===== src/rtl/mtype_pkg.sv =====
package mtype_pkg;

    localparam logic [7:0] MT_UC  = 8'h00;
    localparam logic [7:0] MT_WC  = 8'h01;
    localparam logic [7:0] MT_WT  = 8'h04;
    localparam logic [7:0] MT_WP  = 8'h05;
    localparam logic [7:0] MT_WB  = 8'h06;
    localparam logic [7:0] MT_INV = 8'hFF;

    localparam int FIX64_N   = 8;
    localparam int FIX16_N   = 16;
    localparam int FIX4_N    = 64;
    localparam int FIX_N     = FIX64_N + FIX16_N + FIX4_N;
    localparam int FIX_WORDS = FIX_N / 8;

    localparam int CTL_FIX_EN_BIT = 10;
    localparam int CTL_GLB_EN_BIT = 11;
    localparam int RNG_VALID_BIT  = 11;
    localparam int PAGE_BITS      = 12;

    typedef enum logic [1:0] {
        SRC_OFF,
        SRC_FIXED,
        SRC_RANGE,
        SRC_DEFAULT
    } mt_src_e;

    // Merge an accumulated type with one more matching range type.
    function automatic logic [7:0] mt_merge(input logic [7:0] acc, input logic [7:0] nxt);
        logic [7:0] r;
        if (acc == MT_INV)
            r = nxt;
        else if (acc == nxt)
            r = acc;
        else if (acc == MT_UC || nxt == MT_UC)
            r = MT_UC;
        else if ((acc == MT_WB && nxt == MT_WT) || (acc == MT_WT && nxt == MT_WB))
            r = MT_WT;
        else
            r = MT_UC;
        return r;
    endfunction

endpackage


===== src/rtl/mtype_cfg_regs.sv =====
module mtype_cfg_regs
    import mtype_pkg::*;
#(
    parameter int NUM_VAR   = 8,
    parameter int PA_W      = 36,
    parameter int WDATA_W   = 64,
    parameter int WADDR_W   = 8,
    parameter int HAS_FIXED = 1,
    parameter int VAR_ADDR0 = 16
) (
    input  logic                              clk,
    input  logic                              rst_n,
    input  logic                              wr_en,
    input  logic [WADDR_W-1:0]                wr_addr,
    input  logic [WDATA_W-1:0]                wr_data,
    output logic [7:0]                        def_type,
    output logic                              fix_en,
    output logic                              glb_en,
    output logic [FIX_N-1:0][7:0]             fix_tbl,
    output logic [NUM_VAR-1:0][PA_W-1:0]      rng_base,
    output logic [NUM_VAR-1:0][PA_W-1:0]      rng_mask
);

    localparam logic [WADDR_W-1:0] CTL_ADDR = '0;

    // Control word
    always_ff @(posedge clk or negedge rst_n) begin
        if (!rst_n) begin
            def_type <= '0;
            fix_en   <= 1'b0;
            glb_en   <= 1'b0;
        end else if (wr_en && wr_addr == CTL_ADDR) begin
            def_type <= wr_data[7:0];
            fix_en   <= wr_data[CTL_FIX_EN_BIT];
            glb_en   <= wr_data[CTL_GLB_EN_BIT];
        end
    end

    // Fixed table, present only when the variant asks for it
    generate
        if (HAS_FIXED != 0) begin : g_fix
            for (genvar w = 0; w < FIX_WORDS; w++) begin : g_word
                localparam logic [WADDR_W-1:0] W_ADDR = WADDR_W'(w + 1);
                always_ff @(posedge clk or negedge rst_n) begin
                    if (!rst_n) begin
                        for (int j = 0; j < 8; j++)
                            fix_tbl[w*8 + j] <= '0;
                    end else if (wr_en && wr_addr == W_ADDR) begin
                        for (int j = 0; j < 8; j++)
                            fix_tbl[w*8 + j] <= wr_data[8*j +: 8];
                    end
                end
            end
        end else begin : g_nofix
            assign fix_tbl = '0;
        end
    endgenerate

    // Range register pairs
    generate
        for (genvar n = 0; n < NUM_VAR; n++) begin : g_rng
            localparam logic [WADDR_W-1:0] B_ADDR = WADDR_W'(VAR_ADDR0 + 2*n);
            localparam logic [WADDR_W-1:0] M_ADDR = WADDR_W'(VAR_ADDR0 + 2*n + 1);
            always_ff @(posedge clk or negedge rst_n) begin
                if (!rst_n) begin
                    rng_base[n] <= '0;
                    rng_mask[n] <= '0;
                end else if (wr_en) begin
                    if (wr_addr == B_ADDR) rng_base[n] <= wr_data[PA_W-1:0];
                    if (wr_addr == M_ADDR) rng_mask[n] <= wr_data[PA_W-1:0];
                end
            end
        end
    endgenerate

endmodule


===== src/rtl/mtype_fixed_sel.sv =====
module mtype_fixed_sel
    import mtype_pkg::*;
#(
    parameter int PA_W      = 36,
    parameter int HAS_FIXED = 1
) (
    input  logic [PA_W-1:0]      addr,
    input  logic                 fix_en,
    input  logic [FIX_N-1:0][7:0] fix_tbl,
    output logic                 fix_hit,
    output logic [7:0]           fix_type
);

    localparam int IDX_W = $clog2(FIX_N);

    logic [IDX_W-1:0] idx;
    logic             low_mem;
    logic             unused_addr;

    assign unused_addr = ^addr[11:0];
    assign low_mem     = (addr[PA_W-1:20] == '0);

    // Window select: 64 KB below 0x80000, 16 KB up to 0xBFFFF, 4 KB above
    always_comb begin
        if (!addr[19])
            idx = IDX_W'(addr[18:16]);
        else if (!addr[18])
            idx = IDX_W'(FIX64_N) + IDX_W'(addr[17:14]);
        else
            idx = IDX_W'(FIX64_N + FIX16_N) + IDX_W'(addr[17:12]);
    end

    generate
        if (HAS_FIXED != 0) begin : g_fix
            assign fix_hit  = low_mem && fix_en;
            assign fix_type = fix_tbl[idx];
        end else begin : g_nofix
            logic unused_fix;
            assign unused_fix = ^{fix_tbl, fix_en, idx, low_mem};
            assign fix_hit  = 1'b0;
            assign fix_type = MT_INV;
        end
    endgenerate

endmodule


===== src/rtl/mtype_range_resolve.sv =====
module mtype_range_resolve
    import mtype_pkg::*;
#(
    parameter int NUM_VAR = 8,
    parameter int PA_W    = 36
) (
    input  logic [PA_W-1:0]              addr,
    input  logic [NUM_VAR-1:0][PA_W-1:0] rng_base,
    input  logic [NUM_VAR-1:0][PA_W-1:0] rng_mask,
    output logic                         rng_any,
    output logic [7:0]                   rng_type
);

    localparam int PG_W = PA_W - PAGE_BITS;

    logic [NUM_VAR-1:0] hit;
    logic [7:0]         acc;

    generate
        for (genvar n = 0; n < NUM_VAR; n++) begin : g_cmp
            logic [PG_W-1:0] pm;
            logic            unused_low;
            assign pm         = rng_mask[n][PA_W-1:PAGE_BITS];
            assign unused_low = ^{rng_mask[n][RNG_VALID_BIT-1:0], rng_base[n][PAGE_BITS-1:8]};
            assign hit[n] = rng_mask[n][RNG_VALID_BIT] &&
                            ((addr[PA_W-1:PAGE_BITS] & pm) == (rng_base[n][PA_W-1:PAGE_BITS] & pm));
        end
    endgenerate

    logic unused_addr;
    assign unused_addr = ^addr[PAGE_BITS-1:0];

    always_comb begin
        acc = MT_INV;
        for (int n = 0; n < NUM_VAR; n++)
            if (hit[n]) acc = mt_merge(acc, rng_base[n][7:0]);
    end

    assign rng_any  = |hit;
    assign rng_type = acc;

endmodule


===== src/rtl/mtype_resolver.sv =====
module mtype_resolver
    import mtype_pkg::*;
#(
    parameter int NUM_VAR   = 8,
    parameter int PA_W      = 36,
    parameter int WDATA_W   = 64,
    parameter int WADDR_W   = 8,
    parameter int HAS_FIXED = 1,
    parameter int VAR_ADDR0 = 16
) (
    input  logic               clk,
    input  logic               rst_n,
    input  logic               wr_en,
    input  logic [WADDR_W-1:0] wr_addr,
    input  logic [WDATA_W-1:0] wr_data,
    input  logic               q_req,
    input  logic [PA_W-1:0]    q_addr,
    output logic               rsp_valid,
    output logic [7:0]         rsp_type
);

    logic [7:0]                   cfg_def_type;
    logic                         cfg_fix_en;
    logic                         cfg_glb_en;
    logic [FIX_N-1:0][7:0]        fix_tbl;
    logic [NUM_VAR-1:0][PA_W-1:0] rng_base;
    logic [NUM_VAR-1:0][PA_W-1:0] rng_mask;

    logic       fix_hit;
    logic [7:0] fix_type;
    logic       rng_any;
    logic [7:0] rng_type;
    mt_src_e    src;
    logic [7:0] res_type;

    mtype_cfg_regs #(
        .NUM_VAR(NUM_VAR), .PA_W(PA_W), .WDATA_W(WDATA_W), .WADDR_W(WADDR_W),
        .HAS_FIXED(HAS_FIXED), .VAR_ADDR0(VAR_ADDR0)
    ) u_cfg (
        .clk(clk), .rst_n(rst_n), .wr_en(wr_en), .wr_addr(wr_addr), .wr_data(wr_data),
        .def_type(cfg_def_type), .fix_en(cfg_fix_en), .glb_en(cfg_glb_en),
        .fix_tbl(fix_tbl), .rng_base(rng_base), .rng_mask(rng_mask)
    );

    mtype_fixed_sel #(.PA_W(PA_W), .HAS_FIXED(HAS_FIXED)) u_fix (
        .addr(q_addr), .fix_en(cfg_fix_en), .fix_tbl(fix_tbl),
        .fix_hit(fix_hit), .fix_type(fix_type)
    );

    mtype_range_resolve #(.NUM_VAR(NUM_VAR), .PA_W(PA_W)) u_rng (
        .addr(q_addr), .rng_base(rng_base), .rng_mask(rng_mask),
        .rng_any(rng_any), .rng_type(rng_type)
    );

    // Source priority: disabled, fixed table, ranges, default
    always_comb begin
        if (!cfg_glb_en)   src = SRC_OFF;
        else if (fix_hit)  src = SRC_FIXED;
        else if (rng_any)  src = SRC_RANGE;
        else               src = SRC_DEFAULT;
    end

    always_comb begin
        unique case (src)
            SRC_OFF:     res_type = MT_INV;
            SRC_FIXED:   res_type = fix_type;
            SRC_RANGE:   res_type = rng_type;
            SRC_DEFAULT: res_type = cfg_def_type;
            default:     res_type = MT_INV;
        endcase
    end

    // Registered answer; configuration seen is the pre-edge value
    always_ff @(posedge clk or negedge rst_n) begin
        if (!rst_n) begin
            rsp_valid <= 1'b0;
            rsp_type  <= MT_INV;
        end else begin
            rsp_valid <= q_req;
            if (q_req) rsp_type <= res_type;
        end
    end

endmodule


===== config.mk =====
export PLATFORM = sky130hd
export DESIGN_NAME = mtype_resolver
export DESIGN_NICKNAME = d
export VERILOG_FILES = /design/src/rtl/mtype_pkg.sv /design/src/rtl/mtype_cfg_regs.sv /design/src/rtl/mtype_fixed_sel.sv /design/src/rtl/mtype_range_resolve.sv /design/src/rtl/mtype_resolver.sv
export SDC_FILE = /design/constraint.sdc
export NUM_CORES = 2
export LEC_CHECK = 0
export ABC_AREA = 1
export BUFFER_PORTS_ARGS = -buffer_cell sky130_fd_sc_hd__buf_2
export CAP_MARGIN = 30
export CORE_MARGIN = 5
export CORE_UTILIZATION = 45
export DETAILED_ROUTE_END_ITERATION = 10
export GPL_ROUTABILITY_DRIVEN = 0
export PLACE_DENSITY_LB_ADDON = 0.2
export SLEW_MARGIN = 20
export SYNTH_ARGS = -nofsm -noshare
export SYNTH_HDL_FRONTEND = slang
export SYNTH_SLANG_ARGS = --single-unit

===== constraint.sdc =====
create_clock -name clk -period 6.3 [get_ports clk]
set_input_delay 0.315 -clock clk [delete_from_list [all_inputs] [get_ports clk]]
set_output_delay 0.315 -clock clk [all_outputs]
set_load 0.005 [all_outputs]

# ---- Word level (Yosys, flattened, before mapping)
# Cells that the tools add are included.
dict set report word_totals {
  reg_bits 1299
  output_inout_bits 9
  word_cells 335
  latchBits 0
  mem_bits_ro 0
  ram_bits 0
  n_memories 0
  input_bits 112
}
dict set report classes {
  n_div 0
  shift 0
  mul 0
  addsub 2
  eq_ne 80
  order_cmp 1
  bitwise_logic 16
  n_reduce_logical 83
  n_mux 44
}
# cell n
set op_table {}
lappend op_table {{$and 24x24->24} 16}
lappend op_table {{$eq 8x3->1 const B} 32}
lappend op_table {{$mux 8} 30}
lappend op_table {{$eq 24x24->1} 8}
lappend op_table {{$eq 8x5->1 const B} 16}
lappend op_table {{$logic_not 8->1} 15}
lappend op_table {{$bmux 8 s7} 1}
lappend op_table {{$eq 8x8->1} 7}
lappend op_table {{$eq 8x8->1 const B} 7}
lappend op_table {{$logic_and 1x1->1} 35}
lappend op_table {{$eq 8x4->1 const B} 4}
lappend op_table {{$pmux 8 s4} 1}
lappend op_table {{$reduce_and 2->1} 16}
lappend op_table {{$mux 3} 7}
lappend op_table {{$eq 8x2->1 const B} 2}
lappend op_table {{$logic_not 16->1} 1}
lappend op_table {{$logic_or 1x1->1} 14}
lappend op_table {{$mux 7} 2}
lappend op_table {{$eq 8x1->1 const B} 1}
lappend op_table {{$lt 7x8->1 const B} 1}
lappend op_table {{$reduce_or 8->1} 1}
lappend op_table {{$add 5x6->7 const A} 1}
lappend op_table {{$add 4x4->5 const A} 1}
lappend op_table {{$eq 2x2->1 const B} 2}
lappend op_table {{other kinds (4)} 5}

# ---- Longest topological paths before layout
dict set report depth {
  ltp_word 61
  mapped_depth 72
  ltp_nobuf 71
}

# ---- Cells and area by module
# A second synthesis with hierarchy kept.
dict set report hier_totals {
  cells_unflattened 10115
  area_unflattened_um2 71541.1
}
# module n_inst area_per_inst_um2 seq_area_each_um2 cells_per_inst
set modules_own_cells {}
lappend modules_own_cells {mtype_cfg_regs 1 51066.5 32281.0 5757}
lappend modules_own_cells {mtype_range_resolve 1 10797.9 0.0 2238}
lappend modules_own_cells {mtype_fixed_sel 1 9072.5 0.0 2040}
lappend modules_own_cells {mtype_resolver 1 604.3 235.2 80}

# ---- Worst setup path after synthesis
# No wires, ideal clock.
dict set report synth_timing {
  path_kind {input to register}
  start {in q_addr[17]}
  end {reg rsp_type[7]}
  path_buffers 3
  setup_slack_ns 0.214
  stages 64
  setup_ns 0.073
  arrival_time_ns 6.013
  required_ns 6.227
  path_cell_list {buf_4 -> inv_2 -> nand2_1 -> nand3_1 -> nand2_1 -> nor2_2 -> nand2_2 -> nor2_4 -> buf_6 -> nand3_2 -> nand2_1 -> nand3_2 -> nor2_4 -> nand3_2 -> nand2_4 -> nand2_2 -> nand2_2 -> nand2_1 -> [28 not listed] -> clkinv_4 -> nand2_2 -> nand2_2 -> inv_1 -> nand2_1 -> nand3_2 -> nor2_4 -> nand2_4 -> nand2_4 -> nand3_1 -> nand2_2 -> nand2_2 -> nor2_4 -> nand2_2 -> buf_6 -> o21ai_1 -> o21bai_1 -> a21oi_1}
}
dict set report synth_via {
  elab_chain_len 57
  word_cells_on_any_way 129
  cone_classes {add/sub: 2; eq/ne: 37; mux: 42; bitwise: 8; reduce/logical: 40}
}
# element line_no
set synth_rtl {}
lappend synth_rtl {{from (decl)} mtype_resolver.sv:17} ;# input logic [PA_W-1:0] q_addr,
lappend synth_rtl {{$and 24x24->24} mtype_range_resolve.sv:26} ;# ((addr[PA_W-1:PAGE_BITS] & pm) == (rng_base[n][PA_W-1:PAGE_BITS] & pm));
lappend synth_rtl {{$eq 24x24->1} mtype_range_resolve.sv:26}
lappend synth_rtl {{$logic_and 1x1->1} mtype_range_resolve.sv:25} ;# assign hit[n] = rng_mask[n][RNG_VALID_BIT] &&
lappend synth_rtl {{$mux 8} mtype_range_resolve.sv:36} ;# if (hit[n]) acc = mt_merge(acc, rng_base[n][7:0]);
lappend synth_rtl {{$eq 8x3->1} mtype_pkg.sv:37} ;# else if ((acc == MT_WB && nxt == MT_WT) || (acc == MT_WT && nxt == MT_WB))
lappend synth_rtl {{$logic_and 1x1->1} mtype_pkg.sv:37}
lappend synth_rtl {{$logic_or 1x1->1} mtype_pkg.sv:37}
lappend synth_rtl {{$mux 3} mtype_pkg.sv:37}
lappend synth_rtl {{[41 not listed]} --}
lappend synth_rtl {{$mux 8} mtype_pkg.sv:33} ;# else if (acc == nxt)
lappend synth_rtl {{$mux 8} mtype_pkg.sv:31} ;# if (acc == MT_INV)
lappend synth_rtl {{$mux 8} mtype_range_resolve.sv:36}
lappend synth_rtl {{$eq 8x8->1} mtype_pkg.sv:33}
lappend synth_rtl {{$mux 8} mtype_pkg.sv:33}
lappend synth_rtl {{$mux 8} mtype_pkg.sv:31}
lappend synth_rtl {{$mux 8} mtype_range_resolve.sv:36}
lappend synth_rtl {{$pmux 8 s4 (*)} mtype_resolver.sv:64} ;# unique case (src)
lappend synth_rtl {{to (signal assigned)} mtype_resolver.sv:80} ;# if (q_req) rsp_type <= res_type;
lappend synth_rtl {{to (decl)} mtype_resolver.sv:19} ;# output logic [7:0] rsp_type
# Every way passes the cells marked *; elsewhere a longest branch is shown, timed or not. The select of a mux whose other input is x is not followed.
# A chain may end at the register's enable or synchronous reset.

# ---- Final worst setup path
dict set report layout_timing {
  start {reg u_cfg.rng_base[27] (netlist bit)}
  end {reg rsp_type[7]}
}
dict set report layout_via {
  elab_chain_len 57
  word_cells_on_any_way 102
  cone_classes {eq/ne: 30; mux: 38; bitwise: 1; reduce/logical: 33}
}
# element line_no
set layout_rtl {}
lappend layout_rtl {{from (decl)} mtype_cfg_regs.sv:20} ;# output logic [NUM_VAR-1:0][PA_W-1:0] rng_base,
lappend layout_rtl {{from (signal, indexed assignment)} mtype_cfg_regs.sv:69} ;# if (wr_addr == B_ADDR) rng_base[n] <= wr_data[PA_W-1:0];
lappend layout_rtl {{$and 24x24->24 (*)} mtype_range_resolve.sv:26}
lappend layout_rtl {{$eq 24x24->1 (*)} mtype_range_resolve.sv:26}
lappend layout_rtl {{$logic_and 1x1->1 (*)} mtype_range_resolve.sv:25}
lappend layout_rtl {{$mux 8} mtype_range_resolve.sv:36}
lappend layout_rtl {{$eq 8x3->1} mtype_pkg.sv:37}
lappend layout_rtl {{$logic_and 1x1->1} mtype_pkg.sv:37}
lappend layout_rtl {{$logic_or 1x1->1} mtype_pkg.sv:37}
lappend layout_rtl {{$mux 3} mtype_pkg.sv:37}
lappend layout_rtl {{[41 not listed]} --}
lappend layout_rtl {{$mux 8} mtype_pkg.sv:33}
lappend layout_rtl {{$mux 8} mtype_pkg.sv:31}
lappend layout_rtl {{$mux 8} mtype_range_resolve.sv:36}
lappend layout_rtl {{$eq 8x8->1} mtype_pkg.sv:33}
lappend layout_rtl {{$mux 8} mtype_pkg.sv:33}
lappend layout_rtl {{$mux 8} mtype_pkg.sv:31}
lappend layout_rtl {{$mux 8} mtype_range_resolve.sv:36}
lappend layout_rtl {{$pmux 8 s4 (*)} mtype_resolver.sv:64}
# Every way passes the cells marked *; elsewhere a longest branch is shown, timed or not.

==> impl_metrics.json <==
{
  "status": "finished, violations left",
  "violations": "setup timing",
  "ant_nets": 0,
  "slew_headroom_pct": 30.69,
  "drtIter0Drc": 5939,
  "layout_setup_ws_ps": -778.4,
  "start_util_pct": 45.17,
  "peakVddDrop_v": 0.0002929,
  "vias_per_cell": 5.674,
  "hold_path_class": "primary input to flip-flop",
  "grt_util_all_layers_pct": 28.73,
  "synth.avg_cell_area_um2": 7.887,
  "yosysSeqAreaShare_pct": 52.10,
  "clock-root-buffer": "clkbuf_16",
  "dieWidth_um": 364.8,
  "start_kind": "flip-flop",
  "grt_pass1_vias": 48040,
  "syn_inst": 7182,
  "reg2reg_depth": 62,
  "slowest_delay_ps": 390,
  "place_ws_ps": -1017,
  "final-hold-violation-count": 0,
  "synthArstFlopShare_pct": 100.0,
  "drt-total-wl_um": 192700,
  "maxCapViolations": 0,
  "vias": 51300,
  "grt-ovfl-total": 0,
  "grt_setup_unrepaired": "true",
  "fp.dieArea_um2": 133100,
  "hold_depth": 3,
  "slew_violations": 0,
  "drc": 0,
  "finalSetupViolCount": 8,
  "drive_gt1_share_pct": 14.62,
  "area_growth_pct": 17.13,
  "synth_edf_count": 0,
  "crit_path_frequent_cell": "nand2_2",
  "cts_max_level": 4,
  "crit_type": "flip-flop to flip-flop",
  "io_pins": 121,
  "cts_buffer_depth": 3,
  "required_ps": 6970,
  "cts_tree": "yes",
  "layout_worst_path_cycle_share_pct": 112.4,
  "power_mw": 19.10,
  "worst_pin_slew_ps": 1040,
  "dp_hpwl_um": 119400,
  "fp.dieH_um": 364.8,
  "fmax_mhz": 141.3,
  "post-route-cell-area_um2": 66350,
  "grt_first_pass_wirelength_um": 295300,
  "p_leak_nw": 30.41,
  "nFillCells": 11760,
  "synthDistinctLibCells": 60,
  "ys_ff_latch": 1179,
  "wire_per_inst_um": 21.31,
  "synthesis.area_um2": 56650,
  "yosys_warnings": 0,
  "critPathMaxFanout": 7,
  "arrival_ps": 7750,
  "synth-main-ff-cell": "dfrtp_1",
  "clock_latency_ps": 760,
  "reg2reg_setup_slack_ps": -780,
  "core_um2": 125400,
  "min_period_ps": 7078,
  "antenna_found_initial": 13,
  "setup_tns_ps": -5684,
  "clock_skew_ps": 28.03,
  "grt_max_degree": 171,
  "clk_pin_slew_ps": 60,
  "cts_sinks": 1179,
  "power_density_nw_per_um2": 287.9,
  "cp_slowest_cell": "dfrtp_1",
  "end_kind": "flip-flop",
  "fin_cells": 9042,
  "dpl_cell_area_um2": 60370,
  "syn-num-nets": 7295,
  "portBuffers": 108,
  "nets": 7412,
  "dr.pass1.iters": 9,
  "row_count": 130,
  "dpl.cell_count": 8750,
  "cts_buffers": 133
}
==> final timing paths <==
check,from,endpoint
setup / recovery,u_cfg.rng_base[27],rsp_type[7]
max in group asynchronous,rst_n,u_cfg.fix_tbl[41]
hold reg to reg,u_cfg.fix_tbl[409],u_cfg.fix_tbl[409]
setup reg to reg,u_cfg.rng_base[27],rsp_type[7]
hold / removal,wr_data[47],u_cfg.fix_tbl[559]
min in group asynchronous,rst_n,u_cfg.fix_tbl[92]
==> where the power goes <==
group,internal [mW],switching (mW)
logic,1.15,2.01
registers,7.94,0.226
clock network,4.56,3.21
total,13.7,5.44
==> routing by layer <==
metal	part of all wire [%]	wire, um	vias up	track usage, %
li1	-	-	24130	-
met1	43	82970	24800	40.00
met2	44	85710	1953	44.57
met3	8.1	15580	418	5.567
met4	4.4	8428	2	11.36
met5	0.0067	13	-	0
==> what timing repair did <==
item,in CTS,in global routing
pin swaps,85,61
setup buffers,38,13
hold buffers,4,0
gates resized for setup,145,127
gates cloned,1,2
hold endpoints to repair,137,0
endpoints found under the setup margin,8,8
==> placed cells by master (no fill, tap or decap), types with 130 or more instances in the layout <==
cell / n
nand2_1: 1851
clkbuf_16: 142
dfrtp_1: 1171
inv_1: 267
nand2_2: 130
nand3_1: 217
nor2_1: 536
o21ai_0: 1611
buf_4: 362
a21oi_1: 189
==> per-stage QoR <==
step           hold WS (ps)  utilization, %
2_1_floorplan         19.41               -
6_report              47.31           52.91
5_1_grt               57.71           52.90
3_5_place_dp          434.7           48.14
3_3_place_gp          435.1           47.93
4_1_cts               11.96           52.34
==> sequential cells by signal, indices dropped and copies added, names as in the netlist <==
signal / cells
u_cfg.fix_tbl: 704
u_cfg.rng_base: 256
u_cfg.rng_mask: 200
rsp_type: 8
u_cfg.def_type: 8
rsp_valid: 1
u_cfg.fix_en: 1
u_cfg.glb_en: 1
==> Yosys cell counts, types with 8 or more instances <==
| cell | n | area [um^2] |
|---|---|---|
| nor3_1 | 25 | 125.1 |
| inv_1 | 280 | 1051 |
| o22a_1 | 64 | 560.5 |
| o21ai_1 | 17 | 85.08 |
| o211ai_1 | 24 | 180.2 |
| o21ai_0 | 1613 | 8073 |
| a32o_1 | 8 | 80.08 |
| buf_2 | 15 | 75.07 |
| o311ai_0 | 15 | 131.4 |
| a21oi_1 | 192 | 960.9 |
| nor2_1 | 563 | 2113 |
| o21a_1 | 10 | 75.07 |
| nand3b_1 | 12 | 90.09 |
| nand2_2 | 50 | 312.8 |
| nand4_1 | 42 | 262.8 |
| nor4_1 | 65 | 406.6 |
| a21boi_0 | 8 | 60.06 |
| dfstp_2 | 8 | 210.2 |
| buf_1 | 18 | 67.56 |
| nor2_4 | 14 | 157.7 |
| clkbuf_1 | 497 | 1866 |
| nand3_1 | 262 | 1311 |
| xor2_1 | 9 | 78.83 |
| inv_2 | 21 | 78.83 |
| nand2_4 | 8 | 90.09 |
| o22ai_1 | 69 | 431.7 |
| o2111ai_1 | 9 | 78.83 |
| o32ai_1 | 8 | 70.07 |
| nand2_1 | 1973 | 7406 |
| dfrtp_1 | 1171 | 29300 |
| o221ai_1 | 9 | 78.83 |
| nor2_2 | 10 | 62.56 |
==> worst max-delay path: cells and delay by family (launching register included) <==
family / cells / cell delay [ps]
DFF: 1 / 390
buffers and inverters: 6 / 770
AOI/OAI and AO/OA: 2 / 240
and+or+nand+nor: 54 / 5540
==> cells by family after synthesis <==
| kind of cell | synth area share, % |
|---|---|
| flip-flops | 52.10 |
| adder cells (fa/ha/maj) | 0.02208 |
| AO/OA/AOI/OAI | 19.80 |
| AND/OR/NAND/NOR | 22.15 |
| buffers and inverters | 5.785 |
| XOR/XNOR | 0.1392 |
==> final cells by class <==
| cell class | instances | area (um^2) | area share [%] |
|---|---|---|---|
| inverter | 311 | 1220 | 1.839 |
| antenna | 3 | 7.507 | 0.01131 |
| multi-input combinational | 5153 | 25010 | 37.69 |
| clock inverter | 33 | 350.3 | 0.5280 |
| clock buffer | 192 | 3999 | 6.027 |
| sequential | 1179 | 29510 | 44.48 |
| timing repair buffer | 521 | 4188 | 6.312 |
| tap | 1650 | 2064 | 3.112 |
Power figures use the tool's default switching activity.
